File: src/rtl/route_pkg.sv
package route_pkg;
  localparam int NPORT   = 5;
  localparam int P_LOCAL = 0;
  localparam int P_NORTH = 1;
  localparam int P_SOUTH = 2;
  localparam int P_EAST  = 3;
  localparam int P_WEST  = 4;
  typedef logic [NPORT-1:0] port_req_t;
endpackage

File: src/rtl/route_calc.sv
module route_calc
  import route_pkg::*;
#(
  parameter int COORD_W = 4
) (
  input  logic [COORD_W-1:0] here_x,
  input  logic [COORD_W-1:0] here_y,
  input  logic [COORD_W-1:0] dst_x,
  input  logic [COORD_W-1:0] dst_y,
  output port_req_t          sel
);
  localparam int OFS_W = COORD_W + 1;

  logic signed [OFS_W-1:0] off_x;
  logic signed [OFS_W-1:0] off_y;

  // zero-extend then subtract: one extra bit keeps the sign for all pairs
  assign off_x = $signed({1'b0, dst_x}) - $signed({1'b0, here_x});
  assign off_y = $signed({1'b0, dst_y}) - $signed({1'b0, here_y});

  always_comb begin
    sel = '0;
    if (off_x < 0)      sel[P_WEST]  = 1'b1;
    else if (off_x > 0) sel[P_EAST]  = 1'b1;
    else if (off_y < 0) sel[P_SOUTH] = 1'b1;
    else if (off_y > 0) sel[P_NORTH] = 1'b1;
    else                sel[P_LOCAL] = 1'b1;
  end
endmodule

File: src/rtl/route_stage.sv
module route_stage
  import route_pkg::*;
(
  input  logic      clk,
  input  logic      rst_n,
  input  logic      in_valid,
  output logic      in_ready,
  input  port_req_t in_sel,
  output logic      out_valid,
  input  logic      out_ready,
  output port_req_t out_sel
);
  logic load;

  assign in_ready = !out_valid || out_ready;
  assign load     = in_valid && in_ready;

  always_ff @(posedge clk) begin
    if (!rst_n) begin
      out_valid <= 1'b0;
      out_sel   <= '0;
    end else begin
      if (in_ready) out_valid <= in_valid;
      if (load)     out_sel   <= in_sel;
    end
  end
endmodule

File: src/rtl/mesh_route_sel.sv
module mesh_route_sel
  import route_pkg::*;
#(
  parameter int COORD_W = 4
) (
  input  logic                     clk,
  input  logic                     rst_n,
  input  logic [COORD_W-1:0]       here_x,
  input  logic [COORD_W-1:0]       here_y,
  input  logic [NPORT-1:0]         hdr_valid,
  output logic [NPORT-1:0]         hdr_ready,
  input  logic [NPORT*COORD_W-1:0] hdr_dst_x,
  input  logic [NPORT*COORD_W-1:0] hdr_dst_y,
  output logic [NPORT-1:0]         req_valid,
  input  logic [NPORT-1:0]         req_ready,
  output logic [NPORT*NPORT-1:0]   req_port
);
  for (genvar g = 0; g < NPORT; g++) begin : g_lane
    port_req_t calc_sel;
    port_req_t held_sel;

    route_calc #(.COORD_W(COORD_W)) u_calc (
      .here_x (here_x),
      .here_y (here_y),
      .dst_x  (hdr_dst_x[g*COORD_W +: COORD_W]),
      .dst_y  (hdr_dst_y[g*COORD_W +: COORD_W]),
      .sel    (calc_sel)
    );

    route_stage u_stage (
      .clk       (clk),
      .rst_n     (rst_n),
      .in_valid  (hdr_valid[g]),
      .in_ready  (hdr_ready[g]),
      .in_sel    (calc_sel),
      .out_valid (req_valid[g]),
      .out_ready (req_ready[g]),
      .out_sel   (held_sel)
    );

    assign req_port[g*NPORT +: NPORT] = held_sel;
  end
endmodule

File: config.mk
export PLATFORM = sky130hd
export DESIGN_NAME = mesh_route_sel
export DESIGN_NICKNAME = d
export VERILOG_FILES = /design/src/rtl/route_pkg.sv /design/src/rtl/route_calc.sv /design/src/rtl/route_stage.sv /design/src/rtl/mesh_route_sel.sv
export SDC_FILE = /design/constraint.sdc
export NUM_CORES = 1
export LEC_CHECK = 0
export ABC_AREA = 1
export BUFFER_PORTS_ARGS = -buffer_cell sky130_fd_sc_hd__buf_4
export CELL_PAD_IN_SITES_DETAIL_PLACEMENT = 1
export CELL_PAD_IN_SITES_GLOBAL_PLACEMENT = 1
export CORE_MARGIN = 2
export CORE_UTILIZATION = 33
export DETAILED_ROUTE_END_ITERATION = 12
export PLACE_DENSITY_LB_ADDON = 0.1
export SLEW_MARGIN = 20
export SYNTH_ARGS = -nofsm -noshare
export SYNTH_HDL_FRONTEND = slang
export SYNTH_SLANG_ARGS = --single-unit
File: constraint.sdc
create_clock -name clk -period 1.66 [get_ports clk]
set_clock_uncertainty 0.2 [all_clocks]
set_input_delay 0.083 -clock clk [delete_from_list [all_inputs] [get_ports clk]]
set_output_delay 0.083 -clock clk [all_outputs]
set_load 0.02 [all_outputs]
==> results.json, run 1 <==
{
  "crit_path_end_kind": "flop",
  "arrival_ns": 1.56,
  "grt_util_met3": 0.0258,
  "grt_pass1_vias": 3211,
  "finalHoldViolCount": 0,
  "cts_buffers": 5,
  "rsz0062_at_grt": "false",
  "dpl_cell_area_sq_mm": 0.00401,
  "synth_common_cells": "nand2_1, inv_1, ha_1",
  "grt_pass1_wl_um": 14400,
  "crit_type": "input port to flop",
  "syn_nets": 560,
  "htreeDepth": 2,
  "syn_avg_cell_area_sq_um": 6.79,
  "synthMuxAreaShare": 0,
  "tightest_slew_ns": 0.451,
  "fillers": 1210,
  "antenna_left": 0,
  "period_minus_slack_ns": 1.53,
  "dp_hpwl_um": 7380,
  "yosysSeqAreaShare": 0.196,
  "synth_compound_area_frac": 0.133,
  "synth_xor_xnor_area_share": 0.0115,
  "cts_root_buf": "clkbuf_8",
  "slew_violations": 0,
  "synthTopCellsByArea": "dfxtp_1, ha_1, nand2_1, inv_1, fa_1",
  "clock_path_buffers": 2,
  "synthAdderAreaFrac": 0.229,
  "gr-usage-all-layers": 0.176,
  "slowest_stage": "fa_1",
  "min_path_type": "input port to flop",
  "syn_to_final_growth_pct": 39.2,
  "fp.dieH_um": 100,
  "insertion_delay_ns": 0.28,
  "ys_ff_latch": 30,
  "portBuffers": 94,
  "clkSinkCount": 30,
  "rows": 35,
  "yosys.area.top_type": "dfxtp_1",
  "viasPerCell": 4.61,
  "max_stage_delay_ns": 0.41,
  "cp_max_fo": 5,
  "diodes": 0,
  "cp.required_ns": 1.68,
  "setup-tns-final_ns": 0,
  "ir_drop_mv": 0.240,
  "p_per_area_mw_per_mm2": 577,
  "drt_iter0_drc": 39,
  "yosys.area.top_type_share": 0.196,
  "synth_top_family_by_area": "simple AND/OR/NAND/NOR gates",
  "critPathBufInv": 3,
  "syn_inst": 450,
  "use_met1": 0.223,
  "dr.pass1.iters": 4,
  "synth-simple-area-share": 0.291,
  "routed_wl_um": 8720,
  "max_cap_viol_count": 0,
  "finalInstanceArea_sq_mm": 0.00425,
  "start_util": 0.336,
  "syn_area_sq_mm": 0.00306,
  "synth_edf_count": 0,
  "setup_violations": 0,
  "path_cells": "buf_4 -> ha_1 -> inv_1 -> fa_1 -> inv_1 -> nand2_1 -> nor2_1 -> nand3_1 -> nor2_1 -> nand2_1 -> a21oi_2",
  "antenna_found_initial": 0,
  "gr-max-usage-layer": "met2",
  "grt_max_degree": 13,
  "nNetsFinal": 683,
  "status": "finished, final reports clean",
  "async_reset_ff_frac": 0,
  "grtUsageMet2": 0.316,
  "vias": 3156,
  "min_period_over_period": 0.924,
  "maxSlewHeadroom": 0.698,
  "place_congestion": 0.845,
  "drc": 0,
  "leakagePower_uw": 0.00226,
  "synth_ff_type": "dfxtp_1",
  "route.detailed.wl_per_inst_um": 12.7,
  "clk_pin_slew_ns": 0.07,
  "critPathTopFamily": "adder cells",
  "fmax_ghz": 0.652,
  "final_util": 0.467,
  "cts_tree": "done",
  "crit_path_start_kind": "input port",
  "drive_gt1_frac": 0.307,
  "fin_hold_ws_ns": 0.0380,
  "dieArea_sq_mm": 0.0100,
  "die_w_um": 100,
  "grt_overflow": 0,
  "coreArea_sq_mm": 0.00911,
  "synthDistinctLibCells": 22,
  "ioPinCount": 95,
  "yosysWarnings": 0,
  "synth.most_common_cell": "nand2_1"
}
==> final cells by class <==
cell class / count / area, sq um / area share
clock buffer: 7 / 86.3 / 0.0203
clock inverter: 1 / 5.00 / 0.00118
multi-input combinational: 317 / 2060 / 0.485
sequential: 30 / 601 / 0.141
tap: 111 / 139 / 0.0326
timing repair buffer: 129 / 1020 / 0.240
inverter: 90 / 338 / 0.0794
==> logic make-up after synthesis <==
group	count (synthesis)
and+or+nand+nor	201
buffers and inverters	103
AOI/OAI and AO/OA	62
adders and majority gates	50
xor gates and xnor gates	4
DFF	30
==> layer usage <==
layer / share of wire / vias up
met5: 0 / -
met1: 0.47 / 1441
met2: 0.48 / 60
met3: 0.046 / 7
met4: 0.0087 / 0
li1: - / 1648
==> tightest hold or removal path, cell delays in order <==
cell and delay [ns]:
buf_4 0.09, inv_1 0.04, buf_4 0.17, a21oi_2 0.09
==> stage by stage <==
| stage | power [uW] | setup WS, ns | std cells |
|---|---|---|---|
| after global placement | 1790 | -0.154 | 665 |
| after global routing | 2660 | 0.000326 | 685 |
| after floorplan | 1430 | 0.000160 | 450 |
| after CTS | 2480 | 0.0817 | 684 |
| after detailed placement | 1830 | -0.216 | 665 |
| final | 2450 | 0.127 | 685 |
==> cells in the final DEF, fill, tap and decap left out, drive strengths merged <==
master	n
o21ai	10
inv	89
clkinv	2
dlygate4sd3	11
nand2	112
nor2	39
buf	118
ha	40
a21oi	52
nand3b	1
clkbuf	7
nand4	2
dfxtp	30
or2	5
fa	10
xor2	4
nand3	42
==> path summary, 6_finish.rpt <==
path	startpoint	end	slack, ns	cells after the start
setup reg to reg	g_lane[1].u_stage.out_valid	g_lane[1].u_stage.out_valid	0.19	3
hold / removal	rst_n	g_lane[3].u_stage.out_sel[0]	0.04	4
setup / recovery	here_y[0]	g_lane[1].u_stage.out_sel[0]	0.13	11
hold reg to reg	g_lane[2].u_stage.out_sel[2]	g_lane[2].u_stage.out_sel[2]	0.27	2
==> state kept, by name (all words and copies together) (netlist names) <==
register	cells
g_lane.u_stage.out_valid	5
g_lane.u_stage.out_sel	25
==> repair_timing <==
| action | CTS | global route |
|---|---|---|
| resized for setup | 0 | 12 |
| setup endpoints to repair | 0 | 5 |
| hold buffers | 11 | 0 |
| endpoints found under the hold margin | 15 | 0 |
| buffers inserted | 0 | 1 |
==> power by group <==
| group | internal [uW] | leakage (uW) | switching, uW | total (uW) |
|---|---|---|---|---|
| clock | 334 | 0.0000482 | 280 | 614 |
| sequential | 757 | 0.000246 | 26.3 | 784 |
| combinational | 476 | 0.00197 | 580 | 1060 |
| total | 1570 | 0.00226 | 886 | 2450 |
Power figures use the tool's default switching activity.
==> inputs of run 2 (changes only) <==
Settings changed: HOLD_SLACK_MARGIN set to 0.08, PLACE_DENSITY set to 0.83, PLACE_DENSITY_LB_ADDON 0.1 to unset.
==> run 2 against run 1 <==
Total power is 1.9% higher. Global-route usage is 1.8 points higher. Core utilization is 0.70 points higher. Wire length is 9.6% higher. Die area stayed put.
==> results.json, run 2 (synthesis gave the netlist of run 1 again) <==
{
  "status": "finished, final reports clean",
  "vias": 3233,
  "cts_buffers": 5,
  "slowest_stage": "dlygate4sd3_1",
  "crit_top_cell": "dlygate4sd3_1",
  "final_common_cell": "buf_4",
  "setup_slack_ns": 0.0818,
  "max_cap_viol_count": 0,
  "antenna_found_initial": 0,
  "critPathTopFamily": "buffers and inverters",
  "tightest_slew_ns": 0.377,
  "final_cell_mix": "buf_4, nand2_1, inv_1",
  "top_regs": "g_lane.u_stage.out_sel: 25 flops, g_lane.u_stage.out_valid: 5 flops",
  "fmax_ghz": 0.634,
  "gr-usage-all-layers": 0.195,
  "viasPerCell": 4.68,
  "grt_max_degree": 13,
  "clkSinkCount": 30,
  "ioPinCount": 95,
  "cts_tree": "done",
  "p_per_area_mw_per_mm2": 579,
  "syn_to_final_growth_pct": 41.3,
  "largest_register_ffs": 25,
  "coreArea_sq_mm": 0.00911,
  "max_stage_delay_ns": 0.56,
  "clk_pin_slew_ns": 0.07,
  "routed_wl_um": 9550,
  "finalPower_uw": 2500,
  "grt_pass1_wl_um": 15800,
  "cp.required_ns": 1.69,
  "diodes": 0,
  "nNetsFinal": 689,
  "slew_violations": 0,
  "rows": 35,
  "cts_root_buf": "clkbuf_8",
  "finalInstanceArea_sq_mm": 0.00432,
  "dp_hpwl_um": 7970,
  "dr.pass1.iters": 4,
  "maxSlewHeadroom": 0.748,
  "regMostFlops": "g_lane.u_stage.out_sel",
  "place_congestion": 0.816,
  "portBuffers": 94,
  "ir_drop_mv": 0.280,
  "start_util": 0.336,
  "arrival_ns": 1.61,
  "drt_iter0_drc": 61,
  "min_path_type": "input port to flop",
  "crit_path_end_kind": "flop",
  "cp_max_fo": 2,
  "htreeDepth": 2,
  "path_cells": "dlygate4sd3_1 -> buf_4 -> inv_2 -> nand2_1 -> a21oi_1 -> dlygate4sd3_1",
  "period_minus_slack_ns": 1.58,
  "critPathBufInv": 4,
  "min_period_over_period": 0.951,
  "drc": 0,
  "pre_cts_slack_ns": -0.199,
  "crit_type": "input port to flop",
  "insertion_delay_ns": 0.28,
  "setup-tns-final_ns": 0,
  "antenna_left": 0,
  "fp.dieH_um": 100,
  "leakagePower_uw": 0.00228,
  "clock_path_buffers": 2,
  "dieArea_sq_mm": 0.0100,
  "finalHoldViolCount": 0,
  "route.detailed.wl_per_inst_um": 13.8,
  "grt_overflow": 0,
  "dpl_cell_area_sq_mm": 0.00401,
  "grt_pass1_vias": 3540,
  "setup_violations": 0,
  "crit_path_start_kind": "input port",
  "final_util": 0.474,
  "die_w_um": 100,
  "drive_gt1_frac": 0.328,
  "rsz0062_at_grt": "true"
}
## run 2: cell count changes in the layout (fill, tap and decap cells not counted), sizes merged
cell and change:
dlygate4sd3 +5, buf +1
## run 2: worst paths after layout
kind | startpoint | end | slack, ns | cells after the start
worst min-delay path | rst_n | g_lane[1].u_stage.out_sel[1] | 0.08 | 4
worst min register to register | g_lane[0].u_stage.out_sel[2] | g_lane[0].u_stage.out_sel[2] | 0.27 | 2
worst max register to register | g_lane[1].u_stage.out_valid | g_lane[1].u_stage.out_valid | 0.18 | 3
worst max-delay path | req_ready[0] | g_lane[0].u_stage.out_valid | 0.08 | 6
## run 2: power by group
group	switching [uW]	leakage (uW)	internal, uW
sequential	27.8	0.000246	757
combinational	605	0.00198	488
clock	287	0.0000482	334
## run 2: layout make-up
class | count | area, sq um
well taps | 111 | 139
inverters | 90 | 338
clock buffers | 7 | 86.3
multi-input cells | 317 | 2080
fillers | 1192 | 4790
clock inverters | 1 | 5.00
flip-flops and latches | 30 | 601
repair buffers | 135 | 1070
## run 2: worst register-to-register path, cell delays in order, from the launching register on
cell,delay [ns]
dfxtp_1,0.41
nand2_1,0.10
a21oi_1,0.15
dlygate4sd3_1,0.57
## run 2: per-layer routing
| metal | vias to the layer above | global-route usage | wire, um |
|---|---|---|---|
| li1 | 1667 | - | - |
| met1 | 1503 | 0.225 | 4040 |
| met2 | 57 | 0.389 | 5160 |
| met3 | 6 | 0.0167 | 275 |
| met4 | 0 | 0.0337 | 73 |
| met5 | - | 0 | 0 |
## run 2: through the flow
step	hold slack (ns)	cells
after floorplan	0.0560	450
after global placement	0.160	666
after detailed placement	0.196	666
after CTS	0.0836	691
after global routing	0.104	691
final	0.0794	691
## run 2: what timing repair did
item,4_1_cts,5_1_grt
hold buffers,17,0
endpoints found under the hold margin,15,0
setup buffers,0,1
resized for setup,0,25
endpoints found under the setup margin,0,16
